### src/rtl/spi_dbm_pkg.sv
package spi_dbm_pkg;
  typedef enum logic [1:0] {
    ST_IDLE  = 2'd0,
    ST_SHIFT = 2'd1,
    ST_GAP   = 2'd2
  } seq_state_t;
endpackage

### src/rtl/spi_dbm_clkdiv.sv
module spi_dbm_clkdiv #(
  parameter int DIV_W = 8
) (
  input  logic             clk,
  input  logic             rst,
  input  logic             en,
  input  logic [DIV_W-1:0] div,
  output logic             tick
);
  logic [DIV_W-1:0] cnt_q;

  always_ff @(posedge clk) begin
    if (rst || !en) begin
      cnt_q <= '0;
    end else if (cnt_q >= div) begin
      cnt_q <= '0;
    end else begin
      cnt_q <= cnt_q + 1'b1;
    end
  end

  assign tick = en && (cnt_q >= div);
endmodule

### src/rtl/spi_dbm_shifter.sv
module spi_dbm_shifter #(
  parameter int DATA_W = 8
) (
  input  logic              clk,
  input  logic              rst,
  input  logic              load,
  input  logic [DATA_W-1:0] load_data,
  input  logic              stop,
  input  logic              rise,
  input  logic              fall,
  input  logic              din,
  output logic              dout,
  output logic [DATA_W-1:0] rx_byte,
  output logic              last_bit
);
  localparam int CNT_W = (DATA_W > 1) ? $clog2(DATA_W) : 1;
  localparam logic [CNT_W-1:0] LAST = CNT_W'(DATA_W - 1);

  logic [DATA_W-1:0] tx_sh_q;
  logic [DATA_W-1:0] rx_sh_q;
  logic [CNT_W-1:0]  bit_q;
  logic              dout_q;

  always_ff @(posedge clk) begin
    if (rst) begin
      tx_sh_q <= '0;
      bit_q   <= '0;
      dout_q  <= 1'b0;
    end else if (load) begin
      tx_sh_q <= load_data;
      bit_q   <= '0;
      dout_q  <= load_data[DATA_W-1];
    end else if (stop) begin
      bit_q  <= '0;
      dout_q <= 1'b0;
    end else if (fall) begin
      bit_q   <= bit_q + 1'b1;
      tx_sh_q <= {tx_sh_q[DATA_W-2:0], 1'b0};
      dout_q  <= tx_sh_q[DATA_W-2];
    end
  end

  always_ff @(posedge clk) begin
    if (rst) begin
      rx_sh_q <= '0;
    end else if (rise) begin
      rx_sh_q <= {rx_sh_q[DATA_W-2:0], din};
    end
  end

  assign dout     = dout_q;
  assign rx_byte  = rx_sh_q;
  assign last_bit = (bit_q == LAST);
endmodule

### src/rtl/spi_dbm_rxbuf.sv
module spi_dbm_rxbuf #(
  parameter int DATA_W = 8
) (
  input  logic              clk,
  input  logic              rst,
  input  logic              push,
  input  logic [DATA_W-1:0] push_data,
  input  logic              rd,
  output logic [DATA_W-1:0] rx_data,
  output logic              rx_ready,
  output logic              rx_overflow
);
  logic [DATA_W-1:0] data_q;
  logic              ready_q;
  logic              ovf_q;

  always_ff @(posedge clk) begin
    if (rst) begin
      data_q  <= '0;
      ready_q <= 1'b0;
      ovf_q   <= 1'b0;
    end else begin
      if (push) begin
        data_q  <= push_data;
        ready_q <= 1'b1;
      end else if (rd) begin
        ready_q <= 1'b0;
      end
      if (rd) begin
        ovf_q <= 1'b0;
      end else if (push && ready_q) begin
        ovf_q <= 1'b1;
      end
    end
  end

  assign rx_data     = data_q;
  assign rx_ready    = ready_q;
  assign rx_overflow = ovf_q;
endmodule

### src/rtl/spi_dbuf_master.sv
module spi_dbuf_master
  import spi_dbm_pkg::*;
#(
  parameter int DATA_W = 8,
  parameter int DIV_W  = 8
) (
  input  logic              clk,
  input  logic              rst,
  input  logic              cfg_cont,
  input  logic              cfg_auto_ss,
  input  logic [DIV_W-1:0]  cfg_div,
  input  logic              tx_wr,
  input  logic [DATA_W-1:0] tx_data,
  input  logic              rx_rd,
  input  logic              din,
  output logic              sclk,
  output logic              dout,
  output logic              ss_n,
  output logic              ss_oe,
  output logic              busy,
  output logic              tx_empty_irq,
  output logic [DATA_W-1:0] rx_data,
  output logic              rx_ready,
  output logic              rx_overflow
);
  seq_state_t        state_q;
  logic [DATA_W-1:0] hold_q;
  logic              hold_full_q;
  logic              sclk_q;
  logic              ss_n_q;
  logic              gap_half_q;
  logic              irq_q;

  logic              tick;
  logic              rise;
  logic              fall;
  logic              last_bit;
  logic              byte_done;
  logic              start_load;
  logic              end_burst;
  logic [DATA_W-1:0] rx_byte;

  spi_dbm_clkdiv #(.DIV_W(DIV_W)) u_div (
    .clk  (clk),
    .rst  (rst),
    .en   (state_q != ST_IDLE),
    .div  (cfg_div),
    .tick (tick)
  );

  assign rise       = tick && (state_q == ST_SHIFT) && !sclk_q;
  assign fall       = tick && (state_q == ST_SHIFT) && sclk_q;
  assign byte_done  = fall && last_bit;
  assign start_load = ((state_q == ST_IDLE) && hold_full_q) ||
                      (byte_done && cfg_cont && hold_full_q);
  assign end_burst  = byte_done && !(cfg_cont && hold_full_q);

  spi_dbm_shifter #(.DATA_W(DATA_W)) u_shift (
    .clk       (clk),
    .rst       (rst),
    .load      (start_load),
    .load_data (hold_q),
    .stop      (end_burst),
    .rise      (rise),
    .fall      (fall),
    .din       (din),
    .dout      (dout),
    .rx_byte   (rx_byte),
    .last_bit  (last_bit)
  );

  spi_dbm_rxbuf #(.DATA_W(DATA_W)) u_rx (
    .clk         (clk),
    .rst         (rst),
    .push        (byte_done),
    .push_data   (rx_byte),
    .rd          (rx_rd),
    .rx_data     (rx_data),
    .rx_ready    (rx_ready),
    .rx_overflow (rx_overflow)
  );

  // Transmit holding register and its empty flag; a write wins over a move.
  always_ff @(posedge clk) begin
    if (rst) begin
      hold_q      <= '0;
      hold_full_q <= 1'b0;
      irq_q       <= 1'b0;
    end else begin
      if (tx_wr) begin
        hold_q      <= tx_data;
        hold_full_q <= 1'b1;
        irq_q       <= 1'b0;
      end else if (start_load) begin
        hold_full_q <= 1'b0;
        irq_q       <= 1'b1;
      end
    end
  end

  // Transfer sequencer.
  always_ff @(posedge clk) begin
    if (rst) begin
      state_q    <= ST_IDLE;
      sclk_q     <= 1'b0;
      ss_n_q     <= 1'b1;
      gap_half_q <= 1'b0;
    end else begin
      case (state_q)
        ST_IDLE: begin
          sclk_q <= 1'b0;
          if (hold_full_q) begin
            state_q <= ST_SHIFT;
            ss_n_q  <= !cfg_auto_ss;
          end else begin
            ss_n_q <= 1'b1;
          end
        end
        ST_SHIFT: begin
          if (rise) begin
            sclk_q <= 1'b1;
          end else if (fall) begin
            sclk_q <= 1'b0;
            if (end_burst) begin
              state_q    <= ST_GAP;
              ss_n_q     <= 1'b1;
              gap_half_q <= 1'b0;
            end
          end
        end
        ST_GAP: begin
          if (tick) begin
            if (gap_half_q) begin
              state_q <= ST_IDLE;
            end
            gap_half_q <= 1'b1;
          end
        end
        default: state_q <= ST_IDLE;
      endcase
    end
  end

  assign sclk         = sclk_q;
  assign ss_n         = ss_n_q;
  assign ss_oe        = cfg_auto_ss;
  assign busy         = (state_q != ST_IDLE) || hold_full_q;
  assign tx_empty_irq = irq_q;
endmodule

### config.mk
export PLATFORM = sky130hd
export DESIGN_NAME = spi_dbuf_master
export DESIGN_NICKNAME = d
export VERILOG_FILES = /design/src/rtl/spi_dbm_pkg.sv /design/src/rtl/spi_dbm_clkdiv.sv /design/src/rtl/spi_dbm_shifter.sv /design/src/rtl/spi_dbm_rxbuf.sv /design/src/rtl/spi_dbuf_master.sv
export SDC_FILE = /design/constraint.sdc
export NUM_CORES = 1
export LEC_CHECK = 0
export CORE_ASPECT_RATIO = 0.9
export CORE_MARGIN = 2
export CORE_UTILIZATION = 50
export CTS_CLUSTER_DIAMETER = 40
export DETAILED_ROUTE_END_ITERATION = 8
export PLACE_DENSITY = 0.75
export SYNTH_ARGS = -nofsm -noshare
export SYNTH_HDL_FRONTEND = slang
export SYNTH_SLANG_ARGS = --single-unit
### constraint.sdc
create_clock -name clk -period 4.67 [get_ports clk]
set_input_delay 0.934 -clock clk [delete_from_list [all_inputs] [get_ports clk]]
set_output_delay 0.934 -clock clk [all_outputs]
set_load 0.02 [all_outputs]
# Yosys cells after proc, flatten, opt, wreduce, memory -nomap -nowiden
# Index checks and enable logic that the tools add are counted.
[totals]
regBits = 52
in_bits = 23
out_inout_bits = 16
wordCells = 94
[classes]
add_sub_neg = 2
order_cmp = 1
eq_ne = 11
n_mux = 30
reduce_logical = 35
[op_table]
columns = ["op", "n"]
rows = [
  ["2-to-1 mux 7 bit", 3],
  ["2-to-1 mux 1 bit", 17],
  ["!= test 2 bit (second input constant)", 7],
  ["2-to-1 mux 2 bit", 6],
  ["nonzero test 2 bit", 6],
  ["logical AND 1 bit", 11],
  ["adder 8 x 1 -> 8 bit (second input constant)", 1],
  ["greater-or-equal comparator 8 bit", 1],
  ["one-hot mux 1 bit (2 select lines)", 3],
  ["one-hot mux 2 bit (3 select lines)", 1],
  ["AND reduction 6 bit", 1],
  ["OR reduction 2 bit", 3],
  ["AND reduction 5 bit", 1],
  ["logical NOT 1 bit", 4],
  ["AND reduction 2 bit", 2],
  ["AND reduction 4 bit", 1],
  ["adder 3 x 1 -> 3 bit (second input constant)", 1],
  ["equality test 3 bit (second input constant)", 1],
  ["logical OR 1 bit", 3],
  ["!= test 3 bit (second input constant)", 1],
  ["nonzero test 3 bit", 1],
  ["OR reduction 3 bit", 1],
  ["equality test 2 x 1 -> 1 bit (second input constant)", 1],
  ["equality test 2 bit (second input constant)", 1],
  ["logical NOT 2 bit", 1],
]

# Depth between registers and ports, before layout
# Gate-level depths: netlist (run 1).
[depth]
depth_word = 10
mapped_depth = 10

# Hierarchy
# A second synthesis (run 1) with hierarchy kept.
[unflattened]
hier_cells = 247
area_unflattened_um2 = 2359.8
[modules_own_cells]
columns = ["mod", "n_inst", "cells_each", "area_each_um2", "seq_area_each_um2"]
rows = [
  ["spi_dbm_shifter", 1, 79, 812.0, 380.4],
  ["spi_dbuf_master", 1, 73, 685.7, 300.3],
  ["spi_dbm_clkdiv", 1, 62, 510.5, 160.2],
  ["spi_dbm_rxbuf", 1, 33, 351.6, 200.2],
]

# Worst setup path after synthesis (run 1)
# Ideal clock, no wire load.
[synth_path]
path_kind = "in2reg"
start = "input port cfg_div[0]"
end = "register irq_q (netlist: tx_empty_irq)"
setup_ns = 0.146
arrival_time_ns = 2.588
required_time_ns = 4.524
setup_slack_ns = 1.936
stages = 8
cell_sequence = "ha_1 > nand2b_4 > a2111o_1 > and3_1 > buf_6 > o211a_1 > o21ai_4 > a211oi_1"
[synth_between]
elab_chain_len = 8
[synth_lines]
columns = ["item", "line_no", "source"]
rows = [
  ["start: declaration", "spi_dbuf_master.sv:11", "input logic [DIV_W-1:0] cfg_div,"],
  ["greater-or-equal comparator 8 bit", "spi_dbm_clkdiv.sv:22", "assign tick = en && (cnt_q >= div);"],
  ["logical AND 1 bit", "spi_dbm_clkdiv.sv:22", ""],
  ["logical AND 1 bit (2 in series)", "spi_dbuf_master.sv:52", "assign fall = tick && (state_q == ST_SHIFT) && sclk_q;"],
  ["logical AND 1 bit", "spi_dbuf_master.sv:53", "assign byte_done = fall && last_bit;"],
  ["logical AND 1 bit (2 in series)", "spi_dbuf_master.sv:55", "(byte_done && cfg_cont && hold_full_q);"],
  ["logical OR 1 bit", "spi_dbuf_master.sv:54", "assign start_load = ((state_q == ST_IDLE) && hold_full_q) ||"],
  ["end signal: assignment", "spi_dbuf_master.sv:88", "irq_q <= 1'b0;"],
  ["end signal: assignment", "spi_dbuf_master.sv:93", "irq_q <= 1'b0;"],
  ["end signal: assignment", "spi_dbuf_master.sv:96", "irq_q <= 1'b1;"],
  ["end: declaration", "spi_dbuf_master.sv:32", "logic irq_q;"],
]
# No other way between the ends.
# A chain may end at the register's enable or synchronous reset.

# Worst setup path in the final report (run 1)
[layout_path]
start = "input port cfg_div[6]"
end = "register u_div.cnt_q[4]"
[layout_between]
elab_chain_len = 2
[layout_lines]
columns = ["item", "line_no", "source"]
rows = [
  ["greater-or-equal comparator 8 bit", "spi_dbm_clkdiv.sv:15", "end else if (cnt_q >= div) begin"],
  ["OR reduction 2 bit (no source line)", "--", ""],
  ["end signal: assignment", "spi_dbm_clkdiv.sv:18", "cnt_q <= cnt_q + 1'b1;"],
  ["end: declaration", "spi_dbm_clkdiv.sv:10", "logic [DIV_W-1:0] cnt_q;"],
]
# No other way between the ends.

==> results.md, run 1 <==
* Reg clk slew, reported paths at 90 ps
* Compound-Gate Fraction of Synth Area at 0.191
* Worst Setup Start Kind: input pin
* GRT overflow at 0
* Final #Nets at 333
* Mux contribution to synthesized area at 0.0739
* Initial DRC count at 108
* Rel. slew slack at 0.190
* Worst IR Drop VDD at 0.202 mV
* Number of diodes at 0
* Largest net degree at the start of global routing at 28
* Final setup violation count at 0
* Xor/xnor share of the synthesized area at 0.0216
* Cells after synthesis at 267
* Worst-Margin Slew at 1200 ps
* Initial antenna violation count at 0
* Area Overhead vs Synth at 20.8%
* Post-CTS Setup Inserts at 0
* WP data arrival at 3580 ps
* Root Buffer: clkbuf_8
* # DRC at 0
* Post-Synth Simple-Gate Area at 0.182
* Via-to-Cell Ratio at 5.45
* Tmin final at 3340 ps
* Adder-cell share of the synthesized area at 0.0565
* Post-DRT Antenna Nets at 0
* Commonest non-fill, non-tap cell in the layout: dfxtp_1
* Synth Warn # at 0
* CTS tree: done
* Port Buffer Count at 38
* CTS Buf Count at 5
* Final hold slack at 467 ps
* Period utilisation layout at 0.715
* DR WL/cell at 13.3 µm
* GRT Total Usage at 0.181
* Mapped Area at 2440 µm²
* R2R setup slack at 1920 ps
* Slew Viols, Final at 0
* Post-synth cell types at 50
* Req. time, crit path at 4910 ps
* Share of cells above drive strength 1 at 0.0733
* RSZ-0062 raised after global routing: no
* Largest family of logic cells by synthesized area: compound AO/OA/AOI/OAI gates
* Syn nets at 301
* # fillers at 412
* Post-CTS resize count at 0
* Final TNS setup at 0 ps
* CTS max path bufs at 2
* Core Area at 4770 µm²
* Die Width at 77.6 µm
* Post-synth EDFFs at 0
* Top FF cell, synth: dfxtp_1
* Hold/Removal Path Class: flip-flop to flip-flop
* Syn Area/Cell at 9.13 µm²
* Clock Sinks at 52
* #FFs+latches synth at 52
* Max-capacitance violation count at 0
* Final clock skew at 3.45 ps
* Gpl congestion at 0.823
* Leakage at 1.15 nW
* Commonest non-fill, non-tap cells in the layout: dfxtp_1, clkdlybuf4s50_1, nor2_1
* Die area at 5450 µm²
* Drt first pass iters at 5
* Hold Fails Final Rpt at 0
* Num ports at 39
* Total Routed Length at 4840 µm
* Post-detail-place hpwl at 3440 µm
* Status: finished clean
* Site row count at 24
* Async SR Flop Fraction at 0
* Initial core utilization at 0.510
* Crit path kind: input pin to flip-flop
* Hold_buf cts at 0
* Vias at 1988
* Fmax at 0.300 GHz
* CP max FO at 11
* Power Density at 285 nW/µm²
* Vias in the first global route at 1799
* First-pass GRT wire length at 8050 µm
* Worst setup EP type: flip-flop
* Clk Latency, worst-skew pair at 300 ps
* Chip height at 70.2 µm
* Post-synthesis sequential area ratio at 0.427
* H-tree depth at 2
## path summary, 6_finish.rpt
kind | start | endpoint | cells past startpoint
hold reg to reg | u_shift.bit_q[1]$_SDFFE_PP0P_ | u_shift.bit_q[1]$_SDFFE_PP0P_ | 2
hold / removal | u_shift.bit_q[1]$_SDFFE_PP0P_ | u_shift.bit_q[1]$_SDFFE_PP0P_ | 2
setup reg to reg | u_div.cnt_q[0]$_SDFF_PP0_ | u_div.cnt_q[4]$_SDFF_PP0_ | 8
setup / recovery | cfg_div[6] | u_div.cnt_q[4]$_SDFF_PP0_ | 8
## where the power goes
| part | total [mW] | internal, mW | switching, mW |
|---|---|---|---|
| combinational | 0.0765 | 0.0392 | 0.0373 |
| clock | 0.301 | 0.159 | 0.142 |
| sequential | 0.463 | 0.454 | 0.00885 |
## cells in the mapped netlist, drive strengths merged (2+ instances only)
cell     n  share of area
a311oi   6          0.022
a21oi   25          0.053
and3     3         0.0077
nand2b   5          0.016
nor3     2         0.0041
nand4    2         0.0051
or3b     2         0.0072
xor2     5          0.018
o211ai   3         0.0092
o22ai    2          0.011
mux2i   18          0.074
a21o     2         0.0062
buf      4          0.013
nor2    35          0.058
nor2b    2         0.0051
nand4b   2         0.0072
clkbuf  10          0.015
nand2   12          0.020
o21ai   19          0.045
ha      11          0.056
dfxtp   52           0.43
nand3   16          0.033
inv     13          0.020
## cells by family after synthesis
family          after synthesis
compound gates               67
xor+xnor                      6
fa+ha+maj                    11
buf+inv                      27
flops                        52
mux                          18
simple gates                 86
## per-stage QoR
step                      worst slack, ps  power (mW)  cells  cell area, µm²   util
final                                1330       0.840    365            2950  0.617
after global routing                 1160       0.880    365            2950  0.617
after CTS                            1290       0.849    365            2950  0.617
after detailed placement             1040       0.549    357            2840  0.594
after global placement               1130       0.548    357            2840  0.594
after floorplan                      1940       0.516    267            2440      -
## registers in the layout (all words and copies together) (netlist names)
signal            count
u_shift.bit_q         3
u_shift.rx_byte       8
u_rx.rx_overflow      1
u_rx.rx_ready         1
ss_n                  1
gap_half_q            1
u_div.cnt_q           8
tx_empty_irq          1
u_shift.tx_sh_q       7
u_rx.rx_data          8
state_q               2
hold_q                8
hold_full_q           1
sclk                  1
u_shift.dout          1
## worst max-delay path, stage by stage
cell and delay [ps]:
clkdlybuf4s50_1 450, inv_1 40, ha_1 290, a21o_1 180
a21oi_1 380, o21ai_0 550, or3_1 620, nor2_1 140
## layer usage
| layer | wire length, µm | track usage |
|---|---|---|
| met1 | 2430 | 0.263 |
| met2 | 2170 | 0.263 |
| met3 | 201 | 0.0401 |
| met4 | 38 | 0.0655 |
| met5 | 0 | 0 |
## cell type report
cell class	count	area, µm²	share of cell area
Sequential cell	52	1040	0.353
Multi-Input combinational cell	188	1280	0.434
Tap cell	65	81.3	0.0276
Clock buffer	6	72.6	0.0246
Inverter	13	48.8	0.0166
Clock inverter	2	35.0	0.0119
Timing Repair Buffer	39	388	0.132
(Power assumes the default switching activity.)
==> inputs of run 2 (changes only) <==
==> constraint.sdc (replaced) <==
create_clock -name clk -period 3.3 [get_ports clk]
set_input_delay 0.66 -clock clk [delete_from_list [all_inputs] [get_ports clk]]
set_output_delay 0.66 -clock clk [all_outputs]
set_load 0.02 [all_outputs]
==> results.md, run 2 (same netlist as run 1, synthesis figures left out) <==
* WP data arrival at 2930 ps
* Req. time, crit path at 3480 ps
* Root Buffer: clkbuf_8
* Port Buffer Count at 38
* Footprint of the multi-input gates at 1280 µm²
* Vias in the first global route at 1771
* Final clock skew at 5.64 ps
* Slew Viols, Final at 0
* Drt first pass iters at 4
* Commonest non-fill, non-tap cells in the layout: dfxtp_1, clkdlybuf4s50_1, nor2_1
* First-pass GRT wire length at 8390 µm
* Tmin final at 2750 ps
* Post-DRT Antenna Nets at 0
* Power Density at 415 nW/µm²
* Core Area at 4770 µm²
* Reg clk slew, reported paths at 90 ps
* Fmax at 0.364 GHz
* Die Width at 77.6 µm
* Leakage at 1.16 nW
* Hold Fails Final Rpt at 0
* R2R setup slack at 830 ps
* Hold_buf cts at 0
* Die area at 5450 µm²
* Area Overhead vs Synth at 22.2%
* Depth of the worst hold-timing path at 2
* Largest net degree at the start of global routing at 46
* Reg2reg end: u_shift.tx_sh_q[5]$_SDFFE_PP0P_
* Number of diodes at 0
* Worst-Margin Slew at 898 ps
* Post-detail-place hpwl at 3510 µm
* Final TNS setup at 0 ps
* GRT overflow at 0
* Worst setup EP type: flip-flop
* Clock Sinks at 52
* CP max FO at 8
* Rel. slew slack at 0.400
* Share of cells above drive strength 1 at 0.0828
* Clk Latency, worst-skew pair at 310 ps
* Num ports at 39
* Min-delay src: tx_empty_irq$_SDFFE_PP0P_
* Commonest non-fill, non-tap cell in the layout: dfxtp_1
* Hold Path End: tx_empty_irq$_SDFFE_PP0P_
* Post-CTS resize count at 0
* Initial antenna violation count at 0
* Via-to-Cell Ratio at 5.42
* Total Routed Length at 5010 µm
* CTS max path bufs at 2
* Final #Nets at 335
* Fin util at 0.624
* # fillers at 408
* DP Worst Slack at 230 ps
* FF-to-FF path depth at 8
* Hold/Removal Path Class: flip-flop to flip-flop
* Setup ws final at 552 ps
* Worst IR Drop VDD at 0.272 mV
* Max-capacitance violation count at 0
* Reg area at 1040 µm²
* Final setup violation count at 0
* Gpl congestion at 0.837
* GRT Total Usage at 0.191
* Worst Setup Start Kind: input pin
* Period utilisation layout at 0.833
* Chip height at 70.2 µm
* CTS tree: done
* Vias at 1988
* Final Power at 1.23 mW
* Initial DRC count at 146
* CTS Buf Count at 5
* RSZ-0062 raised after global routing: no
* Crit path kind: input pin to flip-flop
* DR WL/cell at 13.6 µm
* R2r startpoint: u_div.cnt_q[0]$_SDFF_PP0_
* H-tree depth at 2
* Status: finished clean
* Site row count at 24
* Post-CTS Setup Inserts at 0
* Initial core utilization at 0.510
* # DRC at 0
## run 2: metrics by stage
step	hold slack (ps)	instances	instance area, µm²
after floorplan	436	267	2440
after global placement	442	359	2850
after detailed placement	460	359	2850
after CTS	469	367	2980
after global routing	501	367	2980
final	468	367	2980
## run 2: cell type report
class,instances,area share
clock buffers,7,0.0323
clock inverters,1,0.0101
well taps,65,0.0273
flip-flops and latches,52,0.349
multi-input cells,188,0.429
inverters,13,0.0164
repair buffers,41,0.135
## run 2: critical path, cell delays in order
cell,delay [ps]
clkdlybuf4s50_1,450
inv_1,40
ha_1,310
a21o_1,180
a21oi_1,400
o22ai_4,210
o211a_1,290
o21ai_4,240
a311oi_1,140
## run 2: layer usage
layer / wire [µm] / global-route usage / vias up
met1: 2510 / 0.280 / 913
met2: 2190 / 0.278 / 50
met3: 240 / 0.0413 / 7
met5: 0 / 0 / -
li1: - / - / 1018
met4: 66 / 0.0655 / 0
## run 2: where the power goes
part	switching [mW]	total (mW)	internal, mW	leakage [nW]
combinational	0.0524	0.109	0.0562	0.678
clock	0.203	0.471	0.268	0.0645
sequential	0.0133	0.656	0.642	0.422
## run 2: how the worst max path moves through the flow
stage / cells after the start / start / slack [ps] / to
after CTS: 8 / cfg_div[0] / 540 / u_shift.tx_sh_q[5]$_SDFFE_PP0P_
after detailed placement: 8 / cfg_div[0] / 230 / u_shift.tx_sh_q[1]$_SDFFE_PP0P_
after floorplan: 8 / cfg_div[0] / 840 / tx_empty_irq$_SDFFE_PP0P_
after global routing: 9 / cfg_div[6] / 410 / u_shift.tx_sh_q[1]$_SDFFE_PP0P_
final: 9 / cfg_div[6] / 550 / u_shift.tx_sh_q[5]$_SDFFE_PP0P_
after global placement: 8 / cfg_div[0] / 250 / u_shift.tx_sh_q[3]$_SDFFE_PP0P_
==> inputs of run 3 (changes only) <==
--- a/config.mk
+++ b/config.mk
@@ -7,10 +7,10 @@
 export LEC_CHECK = 0
 export CORE_ASPECT_RATIO = 0.9
 export CORE_MARGIN = 2
-export CORE_UTILIZATION = 50
+export CORE_UTILIZATION = 48
 export CTS_CLUSTER_DIAMETER = 40
 export DETAILED_ROUTE_END_ITERATION = 8
-export PLACE_DENSITY = 0.75
+export PLACE_DENSITY = 0.76
 export SYNTH_ARGS = -nofsm -noshare
 export SYNTH_HDL_FRONTEND = slang
 export SYNTH_SLANG_ARGS = --single-unit
==> constraint.sdc (replaced) <==
create_clock -name clk -period 2.44 [get_ports clk]
set_input_delay 0.488 -clock clk [delete_from_list [all_inputs] [get_ports clk]]
set_output_delay 0.488 -clock clk [all_outputs]
set_load 0.02 [all_outputs]
==> results.md, run 3 (same netlist as run 1, synthesis figures left out) <==
* Commonest non-fill, non-tap cells in the layout: dfxtp_1, clkdlybuf4s50_1, nor2_1
* Hold_buf cts at 0
* Port Buffer Count at 38
* Tmin final at 2370 ps
* CTS Buf Count at 5
* Gpl congestion at 0.812
* Final clock skew at 6.75 ps
* CTS max path bufs at 2
* WP data arrival at 2590 ps
* Worst Setup Start Kind: input pin
* Num ports at 39
* Final hold slack at 465 ps
* Fmax at 0.423 GHz
* Drt first pass iters at 4
* GRT Total Usage at 0.200
* Initial antenna violation count at 0
* Hold/Removal Path Class: flip-flop to flip-flop
* Area Overhead vs Synth at 31.2%
* Slew Viols, Final at 0
* Commonest non-fill, non-tap cell in the layout: dfxtp_1
* Site row count at 24
* Largest net degree at the start of global routing at 45
* Power Density at 491 nW/µm²
* Hold Fails Final Rpt at 0
* Req. time, crit path at 2670 ps
* CP max FO at 7
* Via-to-Cell Ratio at 5.32
* # DRC at 0
* Worst IR Drop VDD at 0.436 mV
* Rel. slew slack at 0.631
* DR WL/cell at 13.6 µm
* Final Power at 1.57 mW
* Final TNS setup at 0 ps
* Post-DRT Antenna Nets at 0
* First-pass GRT wire length at 8890 µm
* Vias in the first global route at 1955
* Die Width at 79.1 µm
* Core Area at 4860 µm²
* Share of cells above drive strength 1 at 0.175
* Max-capacitance violation count at 0
* Final #Nets at 359
* Leakage at 1.28 nW
* Worst-Margin Slew at 552 ps
* H-tree depth at 2
* Post-Place Cell Area at 2990 µm²
* Number of diodes at 0
* Vias at 2079
* Reg clk slew, reported paths at 100 ps
* Initial DRC count at 232
* Crit path kind: input pin to flip-flop
* Die area at 5660 µm²
* CTS tree: done
* Worst setup EP type: flip-flop
* Root Buffer: clkbuf_8
* Initial core utilization at 0.501
* Period utilisation layout at 0.969
* Total Routed Length at 5320 µm
* Clk Latency, worst-skew pair at 310 ps
* Status: finished clean
* Final instance area at 3200 µm²
* Clock Sinks at 52
* Post-detail-place hpwl at 3640 µm
* Final setup violation count at 0
* Fin util at 0.657
* Chip height at 71.6 µm
* GRT overflow at 0
## run 3: final timing paths
check / startpoint / endpoint / slack (ps) / cells past startpoint
max: cfg_div[6] / u_shift.dout$_SDFFE_PP0P_ / 70 / 10
min: u_shift.bit_q[2]$_SDFFE_PP0P_ / u_shift.bit_q[2]$_SDFFE_PP0P_ / 470 / 2
max reg2reg: u_div.cnt_q[0]$_SDFF_PP0_ / u_shift.tx_sh_q[5]$_SDFFE_PP0P_ / 210 / 8
min reg2reg: u_shift.bit_q[2]$_SDFFE_PP0P_ / u_shift.bit_q[2]$_SDFFE_PP0P_ / 470 / 2
## run 3: report_power, final
| group | leakage (nW) | switching, mW | total, mW | internal [mW] |
|---|---|---|---|---|
| sequential | 0.422 | 0.0147 | 0.883 | 0.869 |
| combinational | 0.811 | 0.0802 | 0.163 | 0.0833 |
| clock | 0.0516 | 0.291 | 0.523 | 0.232 |
| total | 1.28 | 0.386 | 1.57 | 1.18 |
## run 3: repair_timing
item,4_1_cts,5_1_grt
pin swaps,2,10
endpoints found under the setup margin,13,17
resized for setup,3,10
setup buffers,1,6
## run 3: worst max-delay path: stages
cell             delay (ps)
clkdlybuf4s50_1         450
inv_1                    60
ha_4                    260
a21o_1                  120
a21oi_2                  50
buf_4                   150
o22ai_4                 300
nor2_4                  100
or3b_1                  360
a311oi_1                250
## run 3: per-stage QoR
step / setup slack [ps] / instances
2_1_floorplan: 152 / 267
3_3_place_gp: -433 / 376
3_5_place_dp: -463 / 376
4_1_cts: 24.5 / 385
5_1_grt: -24.5 / 391
6_report: 75.0 / 391
## run 3: final cells by class
type,count,area [µm²]
flip-flops and latches,52,1040
clock inverters,2,13.8
inverters,13,48.8
clock buffers,6,82.6
multi-input cells,188,1330
fillers,412,1670
repair buffers,65,602
well taps,65,81.3
## run 3: layer usage
layer | GRT usage | part of all wire
met4 | 0.0824 | 0.016
met5 | 0 | 0
met1 | 0.279 | 0.48
met2 | 0.303 | 0.46
met3 | 0.0416 | 0.043
